$ cat src/rtl/nco_pkg.sv
package nco_pkg;

  // Feedback masks for maximal-length shift registers, widths 3..16
  function automatic logic [15:0] lfsr_taps(int width);
    case (width)
      3:       return 16'h0006;
      4:       return 16'h000C;
      5:       return 16'h0014;
      6:       return 16'h0030;
      7:       return 16'h0060;
      8:       return 16'h00B8;
      9:       return 16'h0110;
      10:      return 16'h0240;
      11:      return 16'h0500;
      12:      return 16'h0829;
      13:      return 16'h100D;
      14:      return 16'h2015;
      15:      return 16'h6000;
      default: return 16'hD008;
    endcase
  endfunction

endpackage

$ cat src/rtl/phase_accum.sv
module phase_accum #(
  parameter int ACC_W = 16
) (
  input  logic             clk_i,
  input  logic             rst_ni,
  input  logic [ACC_W-1:0] freq_i,
  output logic [ACC_W-1:0] phase_o,
  output logic             carry_o
);
  logic [ACC_W:0]   sum_w;
  logic [ACC_W-1:0] phase_q;
  logic             carry_q;

  assign sum_w = {1'b0, phase_q} + {1'b0, freq_i};

  always_ff @(posedge clk_i or negedge rst_ni) begin
    if (!rst_ni) begin
      phase_q <= '0;
      carry_q <= 1'b0;
    end else begin
      phase_q <= sum_w[ACC_W-1:0];
      carry_q <= sum_w[ACC_W];
    end
  end

  assign phase_o = phase_q;
  assign carry_o = carry_q;
endmodule

$ cat src/rtl/dither_gen.sv
module dither_gen #(
  parameter int DITH_W = 4
) (
  input  logic              clk_i,
  input  logic              rst_ni,
  output logic [DITH_W-1:0] rnd_o
);
  localparam int LFSR_W = (DITH_W < 3) ? 3 : DITH_W;
  localparam logic [15:0] TAPS = nco_pkg::lfsr_taps(LFSR_W);
  localparam logic [LFSR_W-1:0] SEED = LFSR_W'(1);

  logic [LFSR_W-1:0] lfsr_q;
  logic              fb_w;

  assign fb_w = ^(lfsr_q & TAPS[LFSR_W-1:0]);

  always_ff @(posedge clk_i or negedge rst_ni) begin
    if (!rst_ni) lfsr_q <= SEED;
    else         lfsr_q <= {lfsr_q[LFSR_W-2:0], fb_w};
  end

  assign rnd_o = lfsr_q[DITH_W-1:0];
endmodule

$ cat src/rtl/sine_rom.sv
module sine_rom #(
  parameter int ADDR_W = 8,
  parameter int AMP_W  = 10
) (
  input  logic              clk_i,
  input  logic              rst_ni,
  input  logic [ADDR_W-1:0] addr_i,
  output logic [AMP_W-1:0]  amp_o
);
  localparam int DEPTH = 1 << ADDR_W;

  // Fixed-point Q28 Taylor series on a folded angle; entry i sits at bin centre
  function automatic logic [AMP_W-1:0] sine_entry(int idx);
    longint pi_q, x, x2, term, acc, amp, res;
    pi_q = 64'sd843314857;
    x = (pi_q * longint'(2 * idx + 1)) >>> ADDR_W;
    if (x > pi_q) x = x - 2 * pi_q;
    if (x > pi_q / 2)       x = pi_q - x;
    else if (x < -pi_q / 2) x = -pi_q - x;
    x2   = (x * x) >>> 28;
    term = x;
    acc  = x;
    for (int k = 1; k <= 7; k++) begin
      term = -((term * x2) >>> 28) / longint'(2 * k * (2 * k + 1));
      acc  = acc + term;
    end
    amp = (64'sd1 <<< (AMP_W - 1)) - 1;
    res = (acc * amp + (64'sd1 <<< 27)) >>> 28;
    return res[AMP_W-1:0];
  endfunction

  logic [AMP_W-1:0] rom_w [DEPTH];
  logic [AMP_W-1:0] amp_q;

  for (genvar i = 0; i < DEPTH; i++) begin : g_tab
    localparam logic [AMP_W-1:0] VAL = sine_entry(i);
    assign rom_w[i] = VAL;
  end

  always_ff @(posedge clk_i or negedge rst_ni) begin
    if (!rst_ni) amp_q <= '0;
    else         amp_q <= rom_w[addr_i];
  end

  assign amp_o = amp_q;
endmodule

$ cat src/rtl/dither_nco.sv
module dither_nco #(
  parameter int ACC_W  = 16,
  parameter int ADDR_W = 8,
  parameter int AMP_W  = 10,
  parameter int DITH_W = 4
) (
  input  logic             clk_i,
  input  logic             rst_ni,
  input  logic [ACC_W-1:0] freq_i,
  input  logic             dith_en_i,
  output logic             pulse_o,
  output logic             square_o,
  output logic [AMP_W-1:0] sine_o
);
  localparam int LOW_W = ACC_W - ADDR_W;
  localparam int SHIFT = LOW_W - DITH_W;

  logic [ACC_W-1:0]  phase_w;
  logic [LOW_W-1:0]  offset_w;
  logic              step_up_w;
  logic [ADDR_W-1:0] rom_addr_w;

  phase_accum #(.ACC_W(ACC_W)) u_acc (
    .clk_i   (clk_i),
    .rst_ni  (rst_ni),
    .freq_i  (freq_i),
    .phase_o (phase_w),
    .carry_o (pulse_o)
  );

  if (DITH_W > 0) begin : g_dith
    logic [DITH_W-1:0] rnd_w;
    dither_gen #(.DITH_W(DITH_W)) u_dith (
      .clk_i  (clk_i),
      .rst_ni (rst_ni),
      .rnd_o  (rnd_w)
    );
    // offset sits just below the index LSB, always under one table step
    assign offset_w = dith_en_i ? (LOW_W'(rnd_w) << SHIFT) : '0;
  end else begin : g_nodith
    assign offset_w = '0;
  end

  // low phase + offset overflows exactly when offset exceeds the headroom
  assign step_up_w  = offset_w > ~phase_w[LOW_W-1:0];
  assign rom_addr_w = phase_w[ACC_W-1 -: ADDR_W] + ADDR_W'(step_up_w);
  assign square_o   = phase_w[ACC_W-1];

  sine_rom #(.ADDR_W(ADDR_W), .AMP_W(AMP_W)) u_rom (
    .clk_i  (clk_i),
    .rst_ni (rst_ni),
    .addr_i (rom_addr_w),
    .amp_o  (sine_o)
  );
endmodule

$ cat config.mk
export PLATFORM = sky130hd
export DESIGN_NAME = dither_nco
export DESIGN_NICKNAME = d
export VERILOG_FILES = /design/src/rtl/nco_pkg.sv /design/src/rtl/phase_accum.sv /design/src/rtl/dither_gen.sv /design/src/rtl/sine_rom.sv /design/src/rtl/dither_nco.sv
export SDC_FILE = /design/constraint.sdc
export NUM_CORES = 1
export LEC_CHECK = 0
export BUFFER_PORTS_ARGS = -buffer_cell sky130_fd_sc_hd__buf_2
export CORE_AREA = 2 2 86 170
export CTS_BUF_LIST = sky130_fd_sc_hd__clkbuf_8
export DETAILED_ROUTE_END_ITERATION = 16
export DIE_AREA = 0 0 88 172
export PLACE_DENSITY = 0.53
export SYNTH_ARGS = -nofsm -noshare
export SYNTH_HDL_FRONTEND = slang
export SYNTH_SLANG_ARGS = --single-unit
$ cat constraint.sdc
create_clock -name clk_i -period 5.7 [get_ports clk_i]
set_input_delay 0.285 -clock clk_i [delete_from_list [all_inputs] [get_ports clk_i]]
set_output_delay 0.285 -clock clk_i [all_outputs]
set_load 0.01 [all_outputs]
==> results.md, run 1 <==
* Global Route met2 Usage at 0.6222
* P_leak at 2.300 nW
* Largest net degree at the start of global routing at 41
* Pre-antenna DRT Iters at 9
* Critical path required time at 5.88 ns
* Layout area overhead at 6.742%
* Setup CP Type: reg -> reg
* Status: finished, final reports clean
* Total track usage at 0.3569
* # diodes at 0
* Die width at 88 um
* RSZ-0062 raised after global routing: no
* # nets final at 800
* Max Cap Violations at 0
* Routed WL at 26570 um
* CP Cell Sequence: and2_1 -> ha_1 -> a21o_1 -> a21o_1 -> a21oi_1 -> nor2_1 -> ha_1 -> ha_1 -> and2_1 -> nand4_2 -> xor2_2 -> nor2_1 -> o311a_1 -> a31oi_1 -> a311oi_1
* Startpoint class of the critical path: flip-flop
* Core Rows at 61
* Post-route ant nets at 0
* YS warnings at 0
* Clock latency at the later pin of the worst-skew pair at 0.31 ns
* Overflow after GRT at 0
* DP HPWL at 19210 um
* Fraction of final layout cells sized beyond drive strength 1 at 0.1459
* Synth async-reset ratio at 1.000
* EDFF count, synth at 0
* Total Power at 4.473 mW
* Pre-CTS WS at 0.8541 ns
* Crit-path max FO at 23
* Hold_buf cts at 0
* Final setup vio count at 0
* Top_reg_cell synth: dfrtp_1
* GRT busiest layer: met2
* Worst rel slew slack at 0.2431
* Synth area leaders: dfrtp_1 14%, ha_1 7.8%, o21ai_0 6.0%
* Placed Area at 5700 um2
* Net count after synthesis at 798
* Slew at the pin closest to its max-slew limit at 1.135 ns
* Min-Delay Path Class: in -> async
* CTS resizes at 0
* Slowest CP cell: ha_1
* Final worst path period share at 0.8823
* Fmax at 0.1988 GHz
* Worst EP arrival at 5.21 ns
* CTS tree: yes
* Fin area at 5804 um2
* Fin Hold WS at 0.06348 ns
* # fillers at 1460
* Clock skew at 0.01284 ns
* Vias at 6608
* Fin crit period at 5.029 ns
* Bufs on Longest Clock Path at 2
* Crit path max-delay family: adder cells
* Via-per-instance ratio at 7.060
* GP Congestion at 1.030
* Unique masters post-synth at 87
* Critical Path End Type: flip-flop
* First-pass GRT wire length at 39700 um
* DRC Markers at 0
* Max incr delay on CP at 0.85 ns
* Final Max Slew Viols at 0
* Power Density at 770.7 nW/um2
* Clock buffers created by TritonCTS at 5
* Initial Util at 0.3936
* Port Buffers at 30
* H-tree Lvls at 2
* Clock slew at reported path FFs at 0.09 ns
* GR met1 Demand/Resource at 0.3800
* Vias in the first global route at 6287
* R2R cell count at 15
* Syn_area_per_cell at 7.309 um2
* Post-synthesis register bit count at 31
* Sink Count at 31
* Seq/Total Area, Yosys at 0.1429
* Setup bufs post-CTS at 0
* Synth area leader: dfrtp_1
* Gate Count Post-Synth at 744
* Commonest non-fill, non-tap cell in the layout: nand2_1
* Final Hold Fails at 0
* Core footprint at 13810 um2
* Setup WS post-layout at 0.6710 ns
* Cell repeated most along the worst path: ha_1
* Die Y at 172 um
* Synth top area share at 0.1381
* Synth Cell Area at 5438 um2
* Most frequent cells in the layout: 70 x nand2_1, 65 x o21ai_0, 60 x a21oi_1
* IO Count at 31
* Initial antenna violation count at 0
* CP Buf/Inv Count at 0
* Root cell of the clock tree: clkbuf_8
* DR WL/cell at 28.39 um
* Met3 usage at 0.05203
* CP Depth at 15
* Total die area at 15140 um2
* Maximum vdd drop at 0.0003357 V
* Setup tns final at 0 ns
* DRT iter0 DRCs at 813
[kinds of logic (layout without fill, tap and decap cells)]
| family | Yosys count | after routing | share of synthesized area |
|---|---|---|---|
| buffers and inverters | 94 | 97 | 0.08905 |
| AOI/OAI and AO/OA | 312 | 312 | 0.3923 |
| adders and majority gates | 36 | 36 | 0.08376 |
| and+or+nand+nor | 232 | 232 | 0.2076 |
| DFF | 31 | 31 | 0.1429 |
| muxes | 17 | 17 | 0.03865 |
| xor gates and xnor gates | 22 | 22 | 0.04579 |
[sequential cells by signal (all words and copies together) (netlist names)]
name / flops
u_acc.phase_o: 16
u_rom.amp_o: 10
g_dith.u_dith.rnd_o: 4
u_acc.carry_o: 1
[Yosys cell counts (4+ instances only)]
cell type  instances
and2_1            12
o21ai_0           65
inv_1             18
a221oi_1           9
nor2b_1            8
a211oi_1          12
a21oi_1           60
a2111oi_0          4
o31ai_1            6
o221ai_1           9
a21o_1            15
a22oi_1            5
mux2i_1            8
a221o_1            4
o21a_1             7
mux2_2             5
a311oi_1           7
and3_1             5
nor3_1            20
clkbuf_1          20
o2111ai_1          4
o22ai_1            8
dfrtp_1           30
nor2_1            60
xnor2_1            9
o211ai_1          23
nand2b_1          13
nand3_1           11
a31oi_1           22
ha_1              34
buf_4             11
buf_6              7
xor2_1             7
buf_2             30
o311ai_0           9
nand2_1           70
a22o_1             4
nand4_1           10
[worst register-to-register path, stage by stage, from the launching register on]
cell and delay (ns):
dfrtp_1 0.39, and2_1 0.16, ha_1 0.30, a21o_1 0.12
a21o_1 0.10, a21oi_1 0.06, nor2_1 0.09, ha_1 0.47
ha_1 0.85, and2_1 0.50, nand4_2 0.22, xor2_2 0.84
nor2_1 0.27, o311a_1 0.23, a31oi_1 0.19, a311oi_1 0.11
[metal layers]
metal  vias to the layer above  routed length, um
met1                      3075               8513
met4                         0               2408
li1                       2831                  -
met3                       165               2230
met2                       537              13420
met5                         -                  0
[worst paths after layout]
path / start / end / slack (ns)
worst max-delay path: g_dith.u_dith.rnd_o[1]$_DFF_PN0_ / u_rom.amp_o[2]$_DFF_PN0_ / 0.67
worst min-delay path: rst_ni / u_rom.amp_o[0]$_DFF_PN0_ / 0.06
worst max register to register: g_dith.u_dith.rnd_o[1]$_DFF_PN0_ / u_rom.amp_o[2]$_DFF_PN0_ / 0.67
worst min register to register: g_dith.u_dith.rnd_o[1]$_DFF_PN0_ / g_dith.u_dith.rnd_o[2]$_DFF_PN0_ / 0.39
max in group asynchronous: rst_ni / u_acc.phase_o[10]$_DFF_PN0_ / 5.03
min in group clk_i: freq_i[0] / u_acc.phase_o[0]$_DFF_PN0_ / 0.21
[stage by stage]
step	instances	utilization
6_report	936	0.4202
5_1_grt	936	0.4202
4_1_cts	936	0.4202
3_5_place_dp	928	0.4126
3_3_place_gp	928	0.4126
2_1_floorplan	744	-
[cell type report]
class | count | area, um2 | share of cell area
Multi-Input combinational cell | 619 | 4179 | 0.7200
Sequential cell | 31 | 778.2 | 0.1341
Timing Repair Buffer | 66 | 420.4 | 0.07243
Tap cell | 189 | 236.5 | 0.04074
Clock buffer | 7 | 96.34 | 0.01660
Inverter | 23 | 86.33 | 0.01487
Clock inverter | 1 | 7.507 | 0.001293
[report_power, final]
part / total [mW] / switching [mW] / internal [mW]
combinational: 3.79 / 2.51 / 1.28
sequential: 0.458 / 0.128 / 0.330
clock: 0.225 / 0.115 / 0.110
(Power assumes the default switching activity.)
==> inputs of run 2 (changes only) <==
--- a/config.mk
+++ b/config.mk
@@ -6,11 +6,11 @@
 export NUM_CORES = 1
 export LEC_CHECK = 0
 export BUFFER_PORTS_ARGS = -buffer_cell sky130_fd_sc_hd__buf_2
-export CORE_AREA = 2 2 86 170
+export CORE_AREA = 2 2 99 196
 export CTS_BUF_LIST = sky130_fd_sc_hd__clkbuf_8
 export DETAILED_ROUTE_END_ITERATION = 16
-export DIE_AREA = 0 0 88 172
-export PLACE_DENSITY = 0.53
+export DIE_AREA = 0 0 101 198
+export PLACE_DENSITY = 0.42
 export SYNTH_ARGS = -nofsm -noshare
 export SYNTH_HDL_FRONTEND = slang
 export SYNTH_SLANG_ARGS = --single-unit
==> run 2 against run 1 <==
Net effect: final cell count increased by 3.8%; fmax increased by 1.4%; power increased by 2.4%; routed wire length increased by 9.3%; critical path type unchanged; sequential share of layout area decreased by 0.19 points; highest routed layer unchanged.
==> results.md, run 2 (synthesis results as in run 1) <==
* Fmax at 0.2016 GHz (+1.4%)
* CTS resizes at 0 (unchanged)
* Clock slew at reported path FFs at 0.09 ns (about the same)
* GR met1 Demand/Resource at 0.2858 (-0.09416)
* Fin area at 5887 um2 (+1.4%)
* GP Congestion at 1.045 (+1.5%)
* Initial Util at 0.2915 (-0.1021)
* Commonest non-fill, non-tap cell in the layout: nand2_1
* Final worst path period share at 0.8701 (-0.01219)
* Status: finished, final reports clean
* DP Cell Count at 964 (+3.9%)
* Final Hold Fails at 0 (unchanged)
* Clock latency at the later pin of the worst-skew pair at 0.33 ns (+0.02 ns)
* Worst rel slew slack at 0.2244 (-0.01870)
* Met3 usage at 0.03777 (-0.01426)
* P_leak at 2.329 nW (+1.3%)
* Layout area overhead at 8.261%
* Placed Area at 5783 um2 (+1.4%)
* Clock buffers created by TritonCTS at 5 (unchanged)
* Max Cap Violations at 0 (unchanged)
* Fin cells at 972 (+3.8%)
* H-tree Lvls at 2 (unchanged)
* Total track usage at 0.2960 (-0.06097)
* Worst EP arrival at 5.17 ns (-0.04 ns)
* Largest net degree at the start of global routing at 53 (+29%)
* Maximum vdd drop at 0.0002757 V (-18%)
* DRC Markers at 0 (unchanged)
* Pre-antenna DRT Iters at 5 (-4)
* Core Rows at 71 (+16%)
* DR WL/cell at 29.89 um (+5.3%)
* Fin crit period at 4.959 ns (-0.06951 ns)
* Routed WL at 29050 um (+9.3%)
* Reg-to-reg slack, setup at 0.74 ns (+0.07 ns)
* GRT busiest layer: met2
* Root cell of the clock tree: clkbuf_8
* Total die area at 20000 um2 (+32%)
* Fraction of final layout cells sized beyond drive strength 1 at 0.1527 (+0.006805)
* Min-Delay Path Class: in -> async
* Vias at 6580 (-0.42%)
* Port Buffers at 30 (unchanged)
* Global Route met2 Usage at 0.5417 (-0.08047)
* Crit-path max FO at 16 (-30%)
* Post-route ant nets at 0 (unchanged)
* Setup tns final at 0 ns (unchanged)
* Most frequent cells in the layout: 70 x nand2_1, 65 x o21ai_0, 60 x a21oi_1
* Critical path required time at 5.91 ns (+0.03 ns)
* # nets final at 806 (+0.75%)
* Bufs on Longest Clock Path at 2 (unchanged)
* Clock skew at 0.01412 ns (+0.001271 ns)
* CTS tree: yes
* Die Y at 198 um (+15%)
* Die width at 101 um (+15%)
* # diodes at 0 (unchanged)
* Core footprint at 18660 um2 (+35%)
* # fillers at 2039 (+40%)
* Via-per-instance ratio at 6.770 (-4.1%)
* DRT iter0 DRCs at 739 (-9.1%)
* RSZ-0062 raised after global routing: no
* Vias in the first global route at 6600 (+5.0%)
* Final setup vio count at 0 (unchanged)
* Startpoint class of the critical path: flip-flop
* Reg2reg start: g_dith.u_dith.rnd_o[1]$_DFF_PN0_
* Final Max Slew Viols at 0 (unchanged)
* DP HPWL at 22110 um (+15%)
* Setup bufs post-CTS at 0 (unchanged)
* Setup CP Type: reg -> reg
* Sink Count at 31 (unchanged)
* Hold_buf cts at 0 (unchanged)
* Largest register FFs at 16 (unchanged)
* Initial antenna violation count at 0 (unchanged)
* First-pass GRT wire length at 43080 um (+8.5%)
* Slew at the pin closest to its max-slew limit at 1.163 ns (+0.02805 ns)
* Power Density at 778.1 nW/um2 (+0.96%)
* IO Count at 31 (unchanged)
* Critical Path End Type: flip-flop
* Overflow after GRT at 0 (unchanged)
* RR Endpoint: u_rom.amp_o[3]$_DFF_PN0_
* R2R cell count at 15 (unchanged)
-- run 2: metrics by stage --
| stage | power (mW) | setup slack, ns | utilization | hold WS (ns) |
|---|---|---|---|---|
| 3_3_place_gp | 4.216 | 0.8974 | 0.3100 | 0.3596 |
| 6_report | 4.581 | 0.7405 | 0.3156 | 0.04474 |
| 2_1_floorplan | 2.911 | 1.400 | - | -0.01059 |
| 5_1_grt | 4.820 | 0.4633 | 0.3156 | 0.1161 |
| 4_1_cts | 4.423 | 0.9673 | 0.3156 | 0.09788 |
| 3_5_place_dp | 4.176 | 0.9900 | 0.3100 | 0.3588 |
-- run 2: worst max-delay path: stages, from the launching register on --
cell      delay, ns
dfrtp_1        0.39
and2_1         0.17
ha_1           0.28
a21o_1         0.19
a21o_1         0.17
a21oi_1        0.15
nor2_1         0.06
ha_1           0.35
ha_1           0.40
clkinv_1       0.08
ha_1           0.66
inv_1          0.39
a211oi_1       0.93
o31ai_1        0.14
a311oi_1       0.33
o211ai_1       0.14
-- run 2: where the power goes --
group	switching, mW	total [mW]	internal, mW
registers	0.127	0.457	0.331
logic	2.58	3.89	1.31
clock network	0.119	0.230	0.110
total	2.83	4.58	1.75
-- run 2: cell type report --
class | instances | area, um2 | share of cell area
Inverter | 23 | 86.33 | 0.01467
Sequential cell | 31 | 778.2 | 0.1322
Clock inverter | 1 | 7.507 | 0.001275
Tap cell | 219 | 274.0 | 0.04655
Timing Repair Buffer | 72 | 465.4 | 0.07906
Clock buffer | 7 | 96.34 | 0.01637
Multi-Input combinational cell | 619 | 4179 | 0.7099
-- run 2: worst max path at each step --
| stage | slack (ns) | depth (start not counted) | end | from |
|---|---|---|---|---|
| floorplan | 1.40 | 17 | u_rom.amp_o[2]$_DFF_PN0_ | g_dith.u_dith.rnd_o[1]$_DFF_PN0_ |
| global placement | 0.90 | 17 | u_rom.amp_o[1]$_DFF_PN0_ | dith_en_i |
| detailed placement | 0.99 | 15 | u_rom.amp_o[5]$_DFF_PN0_ | dith_en_i |
| CTS | 0.97 | 16 | u_rom.amp_o[1]$_DFF_PN0_ | g_dith.u_dith.rnd_o[1]$_DFF_PN0_ |
| global route | 0.46 | 18 | u_rom.amp_o[2]$_DFF_PN0_ | g_dith.u_dith.rnd_o[1]$_DFF_PN0_ |
| finish | 0.74 | 15 | u_rom.amp_o[3]$_DFF_PN0_ | g_dith.u_dith.rnd_o[1]$_DFF_PN0_ |
-- run 2: per-layer routing --
| metal | wire length, um | vias up |
|---|---|---|
| met5 | 0 | - |
| met4 | 3081 | 0 |
| met3 | 1807 | 160 |
| met2 | 15270 | 472 |
| met1 | 8892 | 3103 |
| li1 | - | 2845 |
==> inputs of run 3 (changes only) <==
--- a/config.mk
+++ b/config.mk
@@ -6,11 +6,11 @@
 export NUM_CORES = 1
 export LEC_CHECK = 0
 export BUFFER_PORTS_ARGS = -buffer_cell sky130_fd_sc_hd__buf_2
-export CORE_AREA = 2 2 99 196
+export CORE_AREA = 2 2 110 218
 export CTS_BUF_LIST = sky130_fd_sc_hd__clkbuf_8
 export DETAILED_ROUTE_END_ITERATION = 16
-export DIE_AREA = 0 0 101 198
-export PLACE_DENSITY = 0.42
+export DIE_AREA = 0 0 112 220
+export PLACE_DENSITY = 0.36
 export SYNTH_ARGS = -nofsm -noshare
 export SYNTH_HDL_FRONTEND = slang
 export SYNTH_SLANG_ARGS = --single-unit
==> run 3 against run 2 <==
Net effect: critical path depth is 1 higher; non-clock buffer count is 11 lower; register-to-register slack better by 0.02 ns; via count is 2.4% lower; global-route usage is 7.1 points lower; final cell count is 5.7% higher; fmax is 0.44% higher; first-iteration DRC count is 5.4% lower; utilization is 5.9 points lower; hold slack better by 0.013 ns; critical endpoint is now u_rom.amp_o[2]$_DFF_PN0_.
==> results.md, run 3 (synthesis results as in run 1) <==
* Root cell of the clock tree: clkbuf_8
* Largest net degree at the start of global routing at 50 (-5.7%)
* Die width at 112 um (+11%)
* Fmax at 0.2025 GHz (+0.44%)
* RR Endpoint: u_rom.amp_o[2]$_DFF_PN0_
* Clock latency at the later pin of the worst-skew pair at 0.30 ns (-0.03 ns)
* DP Cell Count at 1017 (+5.5%)
* Min-Delay Path Class: in -> async
* Clock skew at 0.01523 ns (+0.001117 ns)
* Core Rows at 79 (+11%)
* Bufs on Longest Clock Path at 2 (unchanged)
* Final Hold Fails at 0 (unchanged)
* Status: finished, final reports clean
* CP Launch Point: g_dith.u_dith.rnd_o[1]$_DFF_PN0_
* Final Max Slew Viols at 0 (unchanged)
* Sink Count at 31 (unchanged)
* Total Power at 4.484 mW (-2.1%)
* Routed WL at 28130 um (-3.2%)
* Crit-path max FO at 20 (+4)
* Max Cap Violations at 0 (unchanged)
* Vias at 6424 (-2.4%)
* Port Buffers at 30 (unchanged)
* Fraction of final layout cells sized beyond drive strength 1 at 0.1402 (-0.01256)
* CTS resizes at 0 (unchanged)
* Worst rel slew slack at 0.3937 (+0.1693)
* DR WL/cell at 27.39 um (-8.4%)
* R2R cell count at 16 (+1)
* P_leak at 2.283 nW (-2.0%)
* Post-route ant nets at 0 (unchanged)
* Vias in the first global route at 6435 (-2.5%)
* Clock buffers created by TritonCTS at 5 (unchanged)
* Die Y at 220 um (+11%)
* Initial Util at 0.2351 (-0.05639)
* Slew at the pin closest to its max-slew limit at 0.9095 ns (-0.2539 ns)
* Overflow after GRT at 0 (unchanged)
* Core footprint at 23130 um2 (+24%)
* Worst EP arrival at 5.10 ns (-0.07 ns)
* Critical path endpoint: u_rom.amp_o[2]$_DFF_PN0_
* Largest register FFs at 16 (unchanged)
* H-tree Lvls at 2 (unchanged)
* Fin cells at 1027 (+5.7%)
* DRC Markers at 0 (unchanged)
* IO Count at 31 (unchanged)
* # nets final at 795 (-1.4%)
* Via-per-instance ratio at 6.255 (-7.6%)
* Initial antenna violation count at 0 (unchanged)
* Fin crit period at 4.938 ns (-0.02163 ns)
* Most frequent cells in the layout: 70 x nand2_1, 65 x o21ai_0, 60 x a21oi_1
* Final setup vio count at 0 (unchanged)
* Power Density at 756.8 nW/um2 (-2.7%)
* Startpoint class of the critical path: flip-flop
* DP HPWL at 21620 um (-2.2%)
* Reg2reg start: g_dith.u_dith.rnd_o[1]$_DFF_PN0_
* Hold_buf cts at 0 (unchanged)
* CTS tree: yes
* RSZ-0062 raised after global routing: no
* First-pass GRT wire length at 41480 um (-3.7%)
* GP Congestion at 0.9726 (-6.9%)
* Maximum vdd drop at 0.0003434 V (+25%)
* Reg-to-reg slack, setup at 0.76 ns (+0.02 ns)
* DRT iter0 DRCs at 699 (-5.4%)
* Critical path required time at 5.86 ns (-0.05 ns)
* Layout area overhead at 8.951%
* Setup bufs post-CTS at 0 (unchanged)
* Setup tns final at 0 ns (unchanged)
* Total track usage at 0.2253 (-0.07070)
* Setup CP Type: reg -> reg
* Total die area at 24640 um2 (+23%)
* Critical Path End Type: flip-flop
* Clock slew at reported path FFs at 0.09 ns (about the same)
* Commonest non-fill, non-tap cell in the layout: nand2_1
* Final worst path period share at 0.8663 (-0.003795)
* Pre-antenna DRT Iters at 6 (+1)
==> run 3: cell types whose count changed in the layout (fill, tap and decap cells not counted) <==
cell and delta:
diode_2 +2, xnor2_2 -2, buf_4 -12, buf_12 +1, xnor2_4 +2
==> run 3: critical path, cell delays in order, from the launching register on <==
cell       delay (ns)
dfrtp_1          0.37
and2_1           0.16
ha_1             0.29
a21o_1           0.12
a21o_1           0.11
a21oi_1          0.06
nor2_1           0.10
ha_1             0.51
ha_1             0.86
nand2_2          0.25
o21ai_2          0.40
o2bb2ai_1        0.17
buf_4            0.27
mux2i_1          0.20
o21ai_0          0.15
a2111oi_0        0.68
a311oi_1         0.10
==> run 3: how the worst min path moves through the flow <==
stage | from | to | slack, ns | depth (start not counted)
floorplan | rst_ni | g_dith.u_dith.rnd_o[1]$_DFF_PN0_ | -0.01 | 0
global placement | g_dith.u_dith.rnd_o[1]$_DFF_PN0_ | g_dith.u_dith.rnd_o[2]$_DFF_PN0_ | 0.36 | 0
detailed placement | g_dith.u_dith.rnd_o[1]$_DFF_PN0_ | g_dith.u_dith.rnd_o[2]$_DFF_PN0_ | 0.35 | 0
CTS | rst_ni | g_dith.u_dith.rnd_o[2]$_DFF_PN0_ | 0.11 | 1
global route | rst_ni | u_rom.amp_o[5]$_DFF_PN0_ | 0.13 | 1
finish | rst_ni | u_rom.amp_o[5]$_DFF_PN0_ | 0.06 | 1
==> run 3: stage by stage <==
step,util,setup slack [ns],hold slack (ns),cell area [um2]
finish,0.2561,0.7622,0.05811,5924
global route,0.2559,0.5260,0.1335,5919
CTS,0.2559,0.8475,0.1114,5919
detailed placement,0.2514,0.8141,0.3548,5816
global placement,0.2514,0.8076,0.3595,5816
floorplan,-,1.400,-0.01059,5438
==> run 3: power by group <==
part | internal [mW] | switching (mW) | leakage [nW]
Combinational | 1.27 | 2.53 | 1.87
Sequential | 0.330 | 0.145 | 0.365
Clock | 0.110 | 0.104 | 0.0505
==> run 3: cell type report <==
| cell class | instances | area (um2) |
|---|---|---|
| Antenna cell | 2 | 5.005 |
| Clock inverter | 1 | 7.507 |
| Tap cell | 283 | 354.1 |
| Multi-Input combinational cell | 619 | 4202 |
| Fill cell | 2605 | 17210 |
| Clock buffer | 7 | 96.34 |
| Sequential cell | 31 | 778.2 |
| Timing Repair Buffer | 61 | 395.4 |
| Inverter | 23 | 86.33 |
==> run 3: metal layers <==
metal / track usage / share of wire / vias up
met2: 0.4224 / 0.52 / 364
met4: 0.1976 / 0.12 / 0
met3: 0.02255 / 0.049 / 152
met1: 0.2147 / 0.32 / 3090
li1: - / - / 2818
met5: 0 / 0 / -
